## src/rtl/sclk_div_pkg.sv

```systemverilog
package sclk_div_pkg;

  // Width of a half-period count able to hold both laws' largest value.
  function automatic int half_cnt_width(input int lin_w, input int pow_w);
    int lin_need;
    int pow_need;
    lin_need = lin_w + 1;
    pow_need = (1 << pow_w) - 1;
    if (pow_need < 1) pow_need = 1;
    return (lin_need > pow_need) ? lin_need : pow_need;
  endfunction

  typedef enum logic [1:0] {
    EDGE_NONE  = 2'd0,
    EDGE_LEAD  = 2'd1,
    EDGE_TRAIL = 2'd2
  } sclk_edge_e;

endpackage

```

## src/rtl/sclk_div_decode.sv

```systemverilog
module sclk_div_decode #(
  parameter int LIN_W = 8,
  parameter int POW_W = 4,
  parameter int CNT_W = 15
) (
  input  logic             lin_sel,
  input  logic [LIN_W-1:0] lin_n,
  input  logic [POW_W-1:0] pow_n,
  output logic [CNT_W-1:0] half_len
);

  // Half-period length in module-clock cycles for either law.
  function automatic logic [CNT_W-1:0] calc_half(input logic sel,
                                                  input logic [LIN_W-1:0] n_lin,
                                                  input logic [POW_W-1:0] n_pow);
    if (sel)
      return CNT_W'(n_lin) + CNT_W'(1);
    else if (n_pow <= POW_W'(1))
      return CNT_W'(1);
    else
      return CNT_W'(1) << (n_pow - POW_W'(1));
  endfunction

  always_comb half_len = calc_half(lin_sel, lin_n, pow_n);

endmodule

```

## src/rtl/sclk_half_timer.sv

```systemverilog
module sclk_half_timer #(
  parameter int CNT_W = 15
) (
  input  logic             clk,
  input  logic             rst_n,
  input  logic             xfer_active,
  input  logic [CNT_W-1:0] half_len,
  output logic             run,
  output logic             half_tick
);

  logic             run_q;
  logic [CNT_W-1:0] cnt_q;
  logic [CNT_W-1:0] hlen_q;

  always_ff @(posedge clk or negedge rst_n) begin
    if (!rst_n) begin
      run_q  <= 1'b0;
      cnt_q  <= '0;
      hlen_q <= CNT_W'(1);
    end else if (!xfer_active) begin
      run_q <= 1'b0;
      cnt_q <= '0;
    end else if (!run_q) begin
      run_q  <= 1'b1;
      cnt_q  <= '0;
      hlen_q <= half_len;
    end else if (half_tick) begin
      cnt_q <= '0;
    end else begin
      cnt_q <= cnt_q + CNT_W'(1);
    end
  end

  assign run       = run_q;
  assign half_tick = run_q && (cnt_q == hlen_q - CNT_W'(1));


  cnt_bounded_chk: assert property (@(posedge clk) disable iff (!rst_n)
    run_q |-> (cnt_q < hlen_q));


  hold_len_chk: assert property (@(posedge clk) disable iff (!rst_n)
    (run_q && $past(run_q)) |-> $stable(hlen_q));


  idle_cnt_chk: assert property (@(posedge clk) disable iff (!rst_n)
    !xfer_active |=> (cnt_q == '0 && !run_q));

endmodule

```

## src/rtl/sclk_edge_gen.sv

```systemverilog
module sclk_edge_gen
  import sclk_div_pkg::*;
(
  input  logic       clk,
  input  logic       rst_n,
  input  logic       xfer_active,
  input  logic       idle_level,
  input  logic       half_tick,
  output logic       sclk,
  output sclk_edge_e edge_kind
);

  logic       sclk_q;
  logic       idle_q;
  sclk_edge_e edge_q;

  always_ff @(posedge clk or negedge rst_n) begin
    if (!rst_n) begin
      sclk_q <= 1'b0;
      idle_q <= 1'b0;
      edge_q <= EDGE_NONE;
    end else if (!xfer_active) begin
      sclk_q <= idle_level;
      idle_q <= idle_level;
      edge_q <= EDGE_NONE;
    end else if (half_tick) begin
      sclk_q <= ~sclk_q;
      edge_q <= (sclk_q == idle_q) ? EDGE_LEAD : EDGE_TRAIL;
    end else begin
      edge_q <= EDGE_NONE;
    end
  end

  assign sclk      = sclk_q;
  assign edge_kind = edge_q;


  strobe_moves_chk: assert property (@(posedge clk) disable iff (!rst_n)
    (edge_q != EDGE_NONE) |-> (sclk_q != $past(sclk_q)));


  lead_dir_chk: assert property (@(posedge clk) disable iff (!rst_n)
    (edge_q == EDGE_LEAD) |-> (sclk_q != idle_q));


  quiet_chk: assert property (@(posedge clk) disable iff (!rst_n)
    ((sclk_q != $past(sclk_q)) && $past(xfer_active)) |-> (edge_q != EDGE_NONE));


  gate_idle_chk: assert property (@(posedge clk) disable iff (!rst_n)
    !xfer_active |=> (sclk_q == $past(idle_level) && edge_q == EDGE_NONE));

endmodule

```

## src/rtl/sclk_rate_gen.sv

```systemverilog
module sclk_rate_gen
  import sclk_div_pkg::*;
#(
  parameter int LIN_W = 8,
  parameter int POW_W = 4
) (
  input  logic                     clk,
  input  logic                     rst_n,
  input  logic                     xfer_active,
  input  logic                     idle_level,
  input  logic [LIN_W+POW_W:0]     clk_cfg,
  output logic                     sclk,
  output logic                     lead_stb,
  output logic                     trail_stb
);

  localparam int SEL_BIT = LIN_W + POW_W;
  localparam int CNT_W   = half_cnt_width(LIN_W, POW_W);

  logic [CNT_W-1:0] half_len;
  logic             run;
  logic             half_tick;
  sclk_edge_e       edge_kind;

  sclk_div_decode #(.LIN_W(LIN_W), .POW_W(POW_W), .CNT_W(CNT_W)) u_decode (
    .lin_sel  (clk_cfg[SEL_BIT]),
    .lin_n    (clk_cfg[LIN_W-1:0]),
    .pow_n    (clk_cfg[SEL_BIT-1:LIN_W]),
    .half_len (half_len)
  );

  sclk_half_timer #(.CNT_W(CNT_W)) u_timer (
    .clk         (clk),
    .rst_n       (rst_n),
    .xfer_active (xfer_active),
    .half_len    (half_len),
    .run         (run),
    .half_tick   (half_tick)
  );

  sclk_edge_gen u_edges (
    .clk         (clk),
    .rst_n       (rst_n),
    .xfer_active (xfer_active),
    .idle_level  (idle_level),
    .half_tick   (half_tick),
    .sclk        (sclk),
    .edge_kind   (edge_kind)
  );

  assign lead_stb  = (edge_kind == EDGE_LEAD);
  assign trail_stb = (edge_kind == EDGE_TRAIL);


  start_idle_chk: assert property (@(posedge clk) disable iff (!rst_n)
    (xfer_active && !run) |=> (!lead_stb && !trail_stb));


  strobe_excl_chk: assert property (@(posedge clk) disable iff (!rst_n)
    $onehot0({lead_stb, trail_stb}));

endmodule

```

## config.mk

```make
export PLATFORM = sky130hd
export DESIGN_NAME = sclk_rate_gen
export DESIGN_NICKNAME = d
export VERILOG_FILES = /design/src/rtl/sclk_div_pkg.sv /design/src/rtl/sclk_div_decode.sv /design/src/rtl/sclk_half_timer.sv /design/src/rtl/sclk_edge_gen.sv /design/src/rtl/sclk_rate_gen.sv
export SDC_FILE = /design/constraint.sdc
export NUM_CORES = 1
export LEC_CHECK = 0
export BUFFER_PORTS_ARGS = -buffer_cell sky130_fd_sc_hd__buf_4
export CAP_MARGIN = 10
export CORE_UTILIZATION = 54
export CTS_CLUSTER_SIZE = 25
export DETAILED_ROUTE_END_ITERATION = 7
export MAX_ROUTING_LAYER = met4
export PLACE_DENSITY_LB_ADDON = 0.08
export SLEW_MARGIN = 30
export SYNTH_ARGS = -nofsm -noshare
export SYNTH_HDL_FRONTEND = slang
export SYNTH_HIERARCHICAL = 1
export SYNTH_SLANG_ARGS = --single-unit
```

## constraint.sdc

```tcl
create_clock -name clk -period 3.27 [get_ports clk]
set_input_delay 0.654 -clock clk [delete_from_list [all_inputs] [get_ports clk]]
set_output_delay 0.654 -clock clk [all_outputs]
set_load 0.03 [all_outputs]
```

==> results.sh <==
export IMPL_status="finished, final reports clean"
export IMPL_grt_pass1_vias=1850
export IMPL_drtIter0Drc=157
export IMPL_clkTransAtPathRegs_ns=0.08
export IMPL_post_route_min_period_ns=2.86
export IMPL_postCtsHoldBufs=0
export IMPL_num_vias=1919
export IMPL_setup_tns_ns=0
export IMPL_synth_most_common_cell="dfrtp_1"
export IMPL_fp_dieH_um=67.5
export IMPL_drive_above_1_share=0.199
export IMPL_postSynthCellCount=250
export IMPL_relSlewSlack=0.637
export IMPL_drt_pre_antenna_iters=4
export IMPL_synth_nets=270
export IMPL_p_leak_uw=0.00108
export IMPL_required_ns=3.50
export IMPL_via_per_inst=5.98
export IMPL_cts_buffer_depth=2
export IMPL_nets=290
export IMPL_post_cts_buffers=0
export IMPL_antenna_found_initial=0
export IMPL_regArea_um2=877
export IMPL_cts_tree="done"
export IMPL_p_per_area_nw_per_um2=439
export IMPL_synthToLayoutAreaGrowth_pct=12.9
export IMPL_tightest_slew_ns=0.541
export IMPL_startpoint_type="flop"
export IMPL_synth_area_leader_cell="dfrtp_1"
export IMPL_cts_root_buffer="clkbuf_8"
export IMPL_core_um2=4060
export IMPL_synthDistinctLibCells=52
export IMPL_drt_total_wl_mm=5.07
export IMPL_max_freq_ghz=0.349
export IMPL_port_buffers=19
export IMPL_clk_latency_ns=0.29
export IMPL_drv_slew=0
export IMPL_initial_core_util=0.571
export IMPL_ys_seq_elements=35
export IMPL_async_reset_ff_frac=1.00
export IMPL_cts_resized_gates=0
export IMPL_multi_input_area_um2=1370
export IMPL_yosysWarnings=6
export IMPL_peakVddDrop_uv=334
export IMPL_end_kind="flop"
export IMPL_hold_class="input port to asynchronous set/reset pin"
export IMPL_setup_violations=0
export IMPL_netlist_area_leader_share=0.367
export IMPL_gp_congestion=0.934
export IMPL_syn_area_per_cell_um2=9.27
export IMPL_hold_viol_final=0
export IMPL_max_cap_violations=0
export IMPL_grt_use_total=0.268
export IMPL_grt_max_degree=36
export IMPL_n_antenna_cell=0
export IMPL_ant_nets=0
export IMPL_fin_crit_sh=0.876
export IMPL_routedWlPerCell_um=15.8
export IMPL_drc=0
export IMPL_yosysSeqAreaShare=0.378
export IMPL_cp_arrival_ns=3.10
export IMPL_synth_edf_count=0
export IMPL_synth_area_leaders="dfrtp_1 37%, xnor2_1 7.6%, mux2_2 6.3%"
export IMPL_clock_skew_ns=0.0101
export IMPL_cts_buffers_inserted=5
export IMPL_cts_sinks=35
export IMPL_rows=23
export IMPL_dieArea_um2=4560
export IMPL_grt_ovfl_total=0
export IMPL_io_pins=20
export IMPL_final_cells=321
export IMPL_die_w_um=67.5
export IMPL_placed_cells=313
export IMPL_grt_pass1_wl_mm=8.80
export IMPL_htree_levels=2
export IMPL_crit_fanout=7
export IMPL_synth_common_cells="34 x dfrtp_1, 33 x nor2_1, 20 x xnor2_1, 15 x xor2_1, 14 x nand2_1"
export IMPL_rsz0062_at_grt="no"
export IMPL_criticalPathCategory="flop to flop"
export IMPL_syn_cell_area_um2=2320
export IMPL_nFillCells=342
export IMPL_dp_hpwl_mm=3.83
export IMPL_synth_main_ff_cell="dfrtp_1"
cells by family after synthesis:
group,after synthesis,synth area share
compound gates,33,0.114
xor+xnor,35,0.132
fa+ha+maj,3,0.0162
buf+inv,15,0.0297
flops,35,0.378
mux,13,0.0631
simple gates,116,0.267
worst paths after layout:
| path | start | endpoint | slack, ns | depth (start not counted) |
|---|---|---|---|---|
| min in group clk | xfer_active | u_timer/run | 0.52 | 1 |
| min | rst_n | u_timer/hlen_q[1] | 0.30 | 1 |
| min reg2reg | u_edges/idle_q | u_edges/idle_q | 0.53 | 1 |
| max in group asynchronous | rst_n | u_timer/hlen_q[6] | 2.63 | 1 |
| max reg2reg | u_timer/hlen_q[3] | u_edges/edge_kind[1] | 0.41 | 8 |
| max | u_timer/hlen_q[3] | u_edges/edge_kind[1] | 0.41 | 8 |
worst max-delay path, stage by stage (launching register included):
cell and delay (ns):
dfrtp_1 0.45, or4_4 0.59, a2111o_1 0.40, a31oi_1 0.19, a311oi_1 0.10, or3_2 0.50
nor3_1 0.25, nand2_1 0.11, and2b_2 0.21
cell usage in the layout, fill, tap and decap left out, types with 2 or more instances in the layout:
| cell type | synthesis | layout |
|---|---|---|
| nand4b_1 | 2 | 2 |
| xor2_1 | 15 | 15 |
| o311ai_1 | 2 | 2 |
| nor2_1 | 33 | 33 |
| inv_1 | 5 | 5 |
| and2b_2 | 2 | 2 |
| or3_1 | 3 | 3 |
| a41oi_1 | 2 | 2 |
| buf_4 | 1 | 22 |
| o211ai_1 | 3 | 3 |
| nor4_1 | 3 | 3 |
| nand2_1 | 14 | 14 |
| nand4_1 | 9 | 9 |
| nand3b_1 | 2 | 2 |
| o22ai_1 | 2 | 2 |
| nor3_1 | 12 | 12 |
| clkbuf_8 | 0 | 6 |
| dfrtp_1 | 34 | 34 |
| a21oi_1 | 3 | 3 |
| or4_1 | 6 | 6 |
| xnor2_1 | 20 | 20 |
| mux2_2 | 13 | 13 |
| and3_1 | 2 | 2 |
| nor2b_1 | 3 | 3 |
| ha_1 | 3 | 3 |
| nand3_1 | 13 | 13 |
| o21ai_0 | 8 | 8 |
| nand2b_1 | 5 | 5 |
sequential cells by signal (all words and copies together), names as in the netlist:
name and flops:
u_edges/sclk 1, u_timer/run 1, u_timer/cnt_q 15, u_edges/idle_q 1
u_edges/edge_kind 2, u_timer/hlen_q 15
per-layer routing:
metal  global-route usage  vias to the layer above  wire, µm  part of all wire
li1                     -                      948         -                 -
met1                0.360                      909      2460              0.49
met2                0.391                       53      2270              0.45
met3               0.0608                        9       260             0.051
met4                0.104                        0        77             0.015
met5                    -                        -         0                 0
through the flow:
| stage | util | instance area, µm² | hold WS [ns] | power [µW] | setup WS (ns) |
|---|---|---|---|---|---|
| 3_3_place_gp | 0.616 | 2500 | 0.519 | 747 | 0.508 |
| 6_report | 0.645 | 2620 | 0.301 | 1150 | 0.406 |
| 2_1_floorplan | - | 2320 | 0.358 | 671 | 0.604 |
| 4_1_cts | 0.645 | 2620 | 0.318 | 1150 | 0.414 |
| 3_5_place_dp | 0.616 | 2500 | 0.519 | 750 | 0.442 |
| 5_1_grt | 0.645 | 2620 | 0.343 | 1210 | 0.250 |
area by class of cell:
cell class                      count  area share
Sequential cell                    35       0.335
Tap cell                           50      0.0239
Multi-Input combinational cell    200       0.524
Timing Repair Buffer               22      0.0631
Clock inverter                      2      0.0134
Inverter                            6     0.00860
Clock buffer                        6      0.0315
report_power, final:
group	internal [µW]	switching [µW]	total, µW
Combinational	116	139	256
Sequential	455	34.2	489
Clock	247	157	403
Note: power is estimated with default switching activity, not from simulation.
